File: config.mk
export PLATFORM = sky130hd
export DESIGN_NAME = irq_prio_ctrl
export DESIGN_NICKNAME = d
export VERILOG_FILES = /design/src/rtl/irq_ctrl_pkg.sv /design/src/rtl/irq_edge_latch.sv /design/src/rtl/irq_arbiter.sv /design/src/rtl/irq_snap_pipe.sv /design/src/rtl/irq_prio_ctrl.sv
export SDC_FILE = /design/constraint.sdc
export NUM_CORES = 1
export LEC_CHECK = 0
export ABC_AREA = 0
export BUFFER_PORTS_ARGS = -buffer_cell sky130_fd_sc_hd__buf_2
export CORE_MARGIN = 2
export CORE_UTILIZATION = 55
export DETAILED_ROUTE_END_ITERATION = 16
export MAX_ROUTING_LAYER = met4
export PLACE_DENSITY = 0.76
export SLEW_MARGIN = 20
export SYNTH_ARGS = -nofsm -noshare
export SYNTH_HDL_FRONTEND = slang
export SYNTH_SLANG_ARGS = --single-unit
File: constraint.sdc
create_clock -name clk -period 9.6 [get_ports clk]
set_input_delay 0.48 -clock clk [delete_from_list [all_inputs] [get_ports clk]]
set_output_delay 0.48 -clock clk [all_outputs]
set_load 0.01 [all_outputs]
File: src/rtl/irq_ctrl_pkg.sv
package irq_ctrl_pkg;
   localparam int PRIO_W = 3;
   typedef logic [PRIO_W-1:0] prio_t;
   localparam prio_t TOP_LEVEL = '1;
endpackage

File: src/rtl/irq_edge_latch.sv
module irq_edge_latch #(
   parameter int W = 4
) (
   input  logic         clk,
   input  logic         rst_n,
   input  logic [W-1:0] line_in,
   input  logic [W-1:0] en,
   input  logic [W-1:0] clr,
   output logic [W-1:0] pend
);
   logic [W-1:0] samp_now;
   logic [W-1:0] samp_old;
   logic [W-1:0] rise;

   generate
      if (W < 1) begin : g_bad_w
         $error("irq_edge_latch: W must be at least 1");
      end
   endgenerate

   // falling-edge samplers
   always_ff @(negedge clk or negedge rst_n) begin
      if (!rst_n) begin
         samp_now <= '0;
         samp_old <= '0;
      end else begin
         samp_now <= line_in;
         samp_old <= samp_now;
      end
   end

   assign rise = samp_now & ~samp_old;

   for (genvar i = 0; i < W; i++) begin : g_bit
      always_ff @(posedge clk or negedge rst_n) begin
         if (!rst_n) pend[i] <= 1'b0;
         else        pend[i] <= (pend[i] & ~clr[i]) | (rise[i] & en[i]);
      end


      disabled_no_latch_chk: assert property (@(posedge clk) disable iff (!rst_n)
         (!pend[i] && !en[i]) |=> !pend[i]);


      pending_held_chk: assert property (@(posedge clk) disable iff (!rst_n)
         (pend[i] && !clr[i]) |=> pend[i]);
   end
endmodule

File: src/rtl/irq_arbiter.sv
module irq_arbiter
   import irq_ctrl_pkg::*;
#(
   parameter int NUM_LINES = 5,
   parameter int VEC_W     = 3
) (
   input  logic                 nmi_ok,
   input  logic [NUM_LINES-1:0] req,
   input  prio_t                prio [NUM_LINES],
   input  prio_t                mask,
   output logic                 win_valid,
   output logic [VEC_W-1:0]     win_vec,
   output prio_t                win_lvl
);
   logic             found;
   logic [VEC_W-1:0] best_idx;
   prio_t            best_p;

   always_comb begin
      found    = 1'b0;
      best_idx = '0;
      best_p   = '0;
      // walk downwards so an equal priority at a lower index replaces the holder
      for (int j = NUM_LINES - 1; j >= 0; j--) begin
         if (req[j] && (prio[j] > mask) && (!found || prio[j] >= best_p)) begin
            found    = 1'b1;
            best_p   = prio[j];
            best_idx = VEC_W'(j);
         end
      end
      if (nmi_ok) begin
         win_valid = 1'b1;
         win_vec   = '0;
         win_lvl   = TOP_LEVEL;
      end else begin
         win_valid = found;
         win_vec   = best_idx + VEC_W'(1);
         win_lvl   = best_p;
      end
   end
endmodule

File: src/rtl/irq_snap_pipe.sv
module irq_snap_pipe #(
   parameter int W     = 7,
   parameter int DEPTH = 4
) (
   input  logic         clk,
   input  logic         rst_n,
   input  logic         flush,
   input  logic [W-1:0] din,
   output logic [W-1:0] dout
);
   generate
      if (DEPTH < 1) begin : g_bad_depth
         $error("irq_snap_pipe: DEPTH must be at least 1");
      end

      if (DEPTH == 1) begin : g_single
         logic [W-1:0] st;
         always_ff @(posedge clk or negedge rst_n) begin
            if (!rst_n)     st <= '0;
            else if (flush) st <= '0;
            else            st <= din;
         end
         assign dout = st;
      end else begin : g_chain
         logic [W-1:0] st [DEPTH];
         always_ff @(posedge clk or negedge rst_n) begin
            if (!rst_n) begin
               for (int i = 0; i < DEPTH; i++) st[i] <= '0;
            end else if (flush) begin
               for (int i = 0; i < DEPTH; i++) st[i] <= '0;
            end else begin
               st[0] <= din;
               for (int i = 1; i < DEPTH; i++) st[i] <= st[i-1];
            end
         end
         assign dout = st[DEPTH-1];
      end
   endgenerate
endmodule

File: src/rtl/irq_prio_ctrl.sv
module irq_prio_ctrl
   import irq_ctrl_pkg::*;
#(
   parameter int NUM_EDGE = 4,
   parameter int SNAP_LAG = 4,
   localparam int NUM_LINES = NUM_EDGE + 1,
   localparam int SEL_W     = $clog2(NUM_LINES),
   localparam int VEC_W     = $clog2(NUM_LINES + 1)
) (
   input  logic                 clk,
   input  logic                 rst_n,
   input  logic                 nmi_in,
   input  logic                 lvl_irq_in,
   input  logic [NUM_EDGE-1:0]  edge_irq_in,
   input  logic [NUM_LINES-1:0] line_en,
   input  logic                 prio_wr,
   input  logic [SEL_W-1:0]     prio_sel,
   input  logic [2:0]           prio_din,
   input  logic                 mask_wr,
   input  logic [2:0]           mask_din,
   input  logic                 instr_done,
   input  logic                 accept,
   input  logic                 sr_saved,
   output logic                 irq_req,
   output logic [VEC_W-1:0]     irq_vec,
   output logic [2:0]           irq_lvl,
   output logic [2:0]           cur_mask
);
   localparam int PIPE_W = 1 + VEC_W + PRIO_W;

   generate
      if (NUM_EDGE < 1 || NUM_EDGE > 30) begin : g_bad_edges
         $error("irq_prio_ctrl: NUM_EDGE out of range");
      end
      if (SNAP_LAG < 1) begin : g_bad_lag
         $error("irq_prio_ctrl: SNAP_LAG must be at least 1");
      end
   endgenerate

   prio_t                prio_q [NUM_LINES];
   prio_t                mask_q;
   prio_t                acc_lvl_q;
   logic                 started_q;
   logic                 lvl_q;
   logic [NUM_EDGE-1:0]  edge_pend;
   logic [NUM_EDGE-1:0]  edge_clr;
   logic                 nmi_pend;
   logic                 nmi_clr;
   logic [NUM_LINES-1:0] line_req;
   logic                 win_valid;
   logic [VEC_W-1:0]     win_vec;
   prio_t                win_lvl;
   logic [PIPE_W-1:0]    snap_in;
   logic [PIPE_W-1:0]    snap_out;
   logic                 snap_valid;
   logic [VEC_W-1:0]     snap_vec;
   prio_t                snap_lvl;
   logic                 take;

   // request capture
   irq_edge_latch #(.W(NUM_EDGE)) u_edges (
      .clk     (clk),
      .rst_n   (rst_n),
      .line_in (edge_irq_in),
      .en      (line_en[NUM_LINES-1:1]),
      .clr     (edge_clr),
      .pend    (edge_pend)
   );

   irq_edge_latch #(.W(1)) u_nmi (
      .clk     (clk),
      .rst_n   (rst_n),
      .line_in (nmi_in),
      .en      (1'b1),
      .clr     (nmi_clr),
      .pend    (nmi_pend)
   );

   always_ff @(posedge clk or negedge rst_n) begin
      if (!rst_n) lvl_q <= 1'b0;
      else        lvl_q <= lvl_irq_in;
   end

   assign line_req = {edge_pend, lvl_q & line_en[0]};

   // arbitration and snapshot window
   irq_arbiter #(.NUM_LINES(NUM_LINES), .VEC_W(VEC_W)) u_arb (
      .nmi_ok    (nmi_pend & started_q),
      .req       (line_req),
      .prio      (prio_q),
      .mask      (mask_q),
      .win_valid (win_valid),
      .win_vec   (win_vec),
      .win_lvl   (win_lvl)
   );

   assign snap_in = {win_valid, win_vec, win_lvl};

   irq_snap_pipe #(.W(PIPE_W), .DEPTH(SNAP_LAG)) u_snap (
      .clk   (clk),
      .rst_n (rst_n),
      .flush (take),
      .din   (snap_in),
      .dout  (snap_out)
   );

   assign {snap_valid, snap_vec, snap_lvl} = snap_out;
   assign take    = accept & snap_valid;
   assign nmi_clr = take && (snap_vec == '0);

   for (genvar k = 0; k < NUM_EDGE; k++) begin : g_clr
      assign edge_clr[k] = take && (snap_vec == VEC_W'(k + 2));
   end

   // priority, mask and start state
   always_ff @(posedge clk or negedge rst_n) begin
      if (!rst_n) begin
         for (int j = 0; j < NUM_LINES; j++) prio_q[j] <= '0;
      end else if (prio_wr) begin
         for (int j = 0; j < NUM_LINES; j++)
            if (prio_sel == SEL_W'(j)) prio_q[j] <= prio_din;
      end
   end

   always_ff @(posedge clk or negedge rst_n) begin
      if (!rst_n) begin
         mask_q    <= TOP_LEVEL;
         acc_lvl_q <= TOP_LEVEL;
         started_q <= 1'b0;
      end else begin
         if (sr_saved)     mask_q <= acc_lvl_q;
         else if (mask_wr) mask_q <= mask_din;
         if (take)         acc_lvl_q <= snap_lvl;
         if (instr_done)   started_q <= 1'b1;
      end
   end

   assign irq_req  = snap_valid;
   assign irq_vec  = snap_vec;
   assign irq_lvl  = snap_lvl;
   assign cur_mask = mask_q;


   masked_not_granted_chk: assert property (@(posedge clk) disable iff (!rst_n)
      (win_valid && win_vec != '0) |-> (win_lvl > mask_q));


   accept_drops_req_chk: assert property (@(posedge clk) disable iff (!rst_n)
      (accept && irq_req) |=> !irq_req);


   nmi_after_first_instr_chk: assert property (@(posedge clk) disable iff (!rst_n)
      !started_q |-> !(irq_req && irq_vec == '0));


   nmi_top_level_chk: assert property (@(posedge clk) disable iff (!rst_n)
      (irq_req && irq_vec == '0) |-> (irq_lvl == TOP_LEVEL));
endmodule

After elaboration in Yosys (flattened, before gate mapping)
Cells that the tools add are included.
{ "totals": {"word_cells": 117, "input_bits": 27, "register_bits": 66, "out_inout_bits": 10} }
{ "classes": {"n_bitwise": 26, "order_cmp": 9, "add_sub_neg": 1, "muxes": 21, "eq_ne": 8, "reduce_logical": 30} }
{ "op_table": {"columns": ["operator", "count"], "rows": [
  ["$mux 3", 14],
  ["$mux 28", 1],
  ["$gt 3x3->1", 5],
  ["$logic_and 1x1->1", 14],
  ["$and 1x1->1", 13],
  ["$eq 3x2->1 const B", 4],
  ["$ge 3x3->1", 4],
  ["$reduce_and 2->1", 5],
  ["$eq 3x3->1 const B", 3],
  ["$logic_not 3->1", 2],
  ["$mux 1", 6],
  ["$not 1->1", 6],
  ["$or 1x1->1", 5],
  ["$and 4x4->4", 1],
  ["$logic_not 1->1", 4],
  ["$logic_or 1x1->1", 4],
  ["$not 4->4", 1],
  ["$add 3x1->3 const B", 1],
  ["$eq 3x1->1 const B", 1],
  ["$reduce_bool 2->1", 1]
]} }

Longest topological paths before layout
{ "logic_depth": {"ltp_word": 22, "mapped_depth": 36, "ltp_nobuf": 36} }

Hierarchy
A second synthesis with hierarchy kept.
{ "hier_totals": {"hier_cells": 285, "hier_area_um2": 3428.3} }
{ "modules_own_cells": {"columns": ["mod", "seq_area_each_um2", "cells_per_inst", "instances", "area_per_inst_um2"], "rows": [
  ["irq_prio_ctrl", 583.1, 67, 1, 1029.7],
  ["irq_snap_pipe", 700.7, 65, 1, 970.9],
  ["irq_arbiter", 0.0, 123, 1, 927.1],
  ["irq_edge_latch at u_edges", 300.3, 24, 1, 392.9],
  ["irq_edge_latch at u_nmi", 75.1, 6, 1, 107.6]
]} }

==> run metrics <==
IO Port Bufs 36; Final Max Slew Viols 0; Setup CP Type flip-flop to flip-flop; CP Data Required Time ~9.9 ns; final core utilization 65.6%; Fillers 445; RSZ-0062 raised after global routing no; fmax ~130 MHz; Resized cells post-CTS 0; Post-Syn Area roughly 3200 um2; vias per cell between 5 and 6; post-CTS setup buffer count 0; slew at the pin with the worst max-slew slack 0.864 ns; number of global-route vias before repair approximately 2200; Worst Path Max Fanout 7; endpoints failing setup 0; post-route ant nets 0; top cell type's share of synthesized area 38.9%; Reg clk slew, reported paths 0.07 ns; status finished, final reports clean; top_reg_cell synth dfrtp_1; Post-Syn Area per Cell between 10 and 15 um2; layout cells sized above 1 24.9%; PD cells ~320 nW/um2; die area approximately 6500 um2; pin count of the biggest net entering global routing between 60 and 70; clk sink count 66; Synth-to-Final Area Change 13.7%; residual DRC count 0; sequential share of the synthesized area slightly above 50%; crit path DAT approximately 8 ns; IO Count 37; Synth Warn # 0; Rows 27; Yosys cell types about 40; commonest non-fill, non-tap cell in the layout dfrtp_1; P_leak between 1.5 and 2 nW; CTS max path bufs 2; Worst path max stage delay 0.55 ns; Max-cap violations 0; worst r2r path cells 34; TritonRoute pass-1 iters 4; Core Footprint between 5000 and 6000 um2; Seq cells post-synth between 60 and 70; CP max stage cell dfstp_2; dpl hpwl 4650 um; Fin. Hold Viols 0; Root Driver clkbuf_8; hold buffer count at CTS 0; total gr overflow 0; GRT Util Overall around 23%; initial antenna violation count 0; Routed wire per std cell approximately 16 um; top cells by area, synth dfrtp_1 39%, ha_1 11%, dfrtn_1 7.8%, mux2_2 6.3%, dfstp_2 4.9%; die width 80.5 um; Async SR Flop Fraction 100%; Setup crit start kind flip-flop; worst setup skew after layout between 0.015 and 0.02 ns; Post-synth EDFFs 0; Post-Route WL ~6300 um; Max IR drop VDD 183 uV; H-tree depth 3; CTS tree yes; final worst-path cycle share 81.2%; Syn Inst Count around 280; leading area contributor after synthesis dfrtp_1; GP Congestion 0.950; die height 80.5 um; min-delay worst type input port to flip-flop; crit path time final slightly below 8 ns; Slew HR 41.6%; Vias between 2000 and 2500; commonest cells after routing, fill and taps aside 50 x dfrtp_1, 36 x buf_2, 28 x ha_1; Worst Hold Path Cells 1; Final #Nets 375; Syn Nets 336; number of DRC markers in iteration 0 114; cts bufs inserted 9; setup tns final 0 ns; Initial Utilization roughly 58%; clock latency on the worst-skew pair roughly 0.34 ns; antenna cells 0; first-pass GRT wire length around 11000 um; Critical Path Sink Type flip-flop
==> kinds of logic after synthesis <==
logic type	Yosys count	share of synthesized area, %
AND/OR/NAND/NOR	80	13.0
flip-flops	66	51.6
AO/OA/AOI/OAI	58	12.9
adder cells (fa/ha/maj)	28	10.9
buffers and inverters	26	3.74
multiplexers	23	7.86
==> synthesized netlist by cell type (all sizes together), types with 2 or more instances <==
cell     instances
nand2           22
o21ai           22
inv             17
ha              28
a31oi            3
mux2i            5
o2111ai          3
o31ai            3
o31a             4
dfrtn           10
o221a            3
a22o             3
o21a             2
nand2b           7
nor4bb           2
mux2            18
nand3            6
dfstp            6
nor2b            2
nor2            13
and3             2
buf              6
clkbuf           3
a21o             2
a21oi            7
and2            21
dfrtp           50
==> cell type report <==
class	instances	area, um2	share of cell area (%)
Clock buffer	10	128	3.49
Timing Repair Buffer	37	188	5.13
Inverter	17	63.8	1.75
Sequential cell	66	1660	45.4
Multi-Input combinational cell	189	1440	39.3
Clock inverter	6	91.3	2.50
Tap cell	72	90.1	2.46
==> layer usage <==
layer  GRT usage [%]  share of wire [%]  up-vias
met5               -                  0        -
met4            9.49                2.3        0
met3            4.38                4.0       17
met2            34.4                 45       52
met1            30.8                 48     1056
li1                -                  -     1070
==> sequential cells by signal, summed over array words and instances (netlist names) <==
register	count
acc_lvl_q	3
cur_mask	3
lvl_q	1
prio_q	15
started_q	1
u_edges.pend	4
u_edges.samp_now	4
u_edges.samp_old	4
u_nmi.pend	1
u_nmi.samp_now	1
u_nmi.samp_old	1
u_snap.dout	7
u_snap.g_chain.st	21
==> metrics by stage <==
stage	std cells	instance area, um2	power, mW	setup slack (ns)	hold slack (ns)
after global routing	397	3660	1.27	1.24	0.233
after global placement	381	3440	0.906	2.15	0.315
after detailed placement	381	3440	0.917	1.96	0.321
final	397	3660	1.17	1.81	0.238
after floorplan	281	3220	0.793	2.63	0.184
after CTS	397	3660	1.18	1.88	0.231
==> power by group <==
part	leakage (nW)	total [mW]	switching, mW	internal, mW
logic	0.824	0.505	0.274	0.231
registers	0.778	0.413	0.0486	0.365
clock network	0.0987	0.255	0.109	0.147
total	1.70	1.17	0.431	0.742
==> path summary, 6_finish.rpt <==
check / from / endpoint / slack [ns]
max: cur_mask[1] / u_snap.g_chain.st[26] / 1.81
min: lvl_irq_in / lvl_q / 0.24
max reg2reg: cur_mask[1] / u_snap.g_chain.st[26] / 1.81
min reg2reg: u_nmi.samp_now / u_nmi.samp_old / 0.32
max in group asynchronous: rst_n / u_edges.samp_old[3] / 4.05
min in group asynchronous: rst_n / u_snap.dout[5] / 0.31
==> critical path: cells and delay by family, from the launching register on <==
| family | cells | cell delay (ns) |
|---|---|---|
| mux | 2 | 0.71 |
| flops | 1 | 0.55 |
| fa+ha+maj | 6 | 1.57 |
| compound gates | 15 | 2.94 |
| buf+inv | 1 | 0.10 |
| simple gates | 10 | 1.84 |
(Power assumes the default switching activity.)
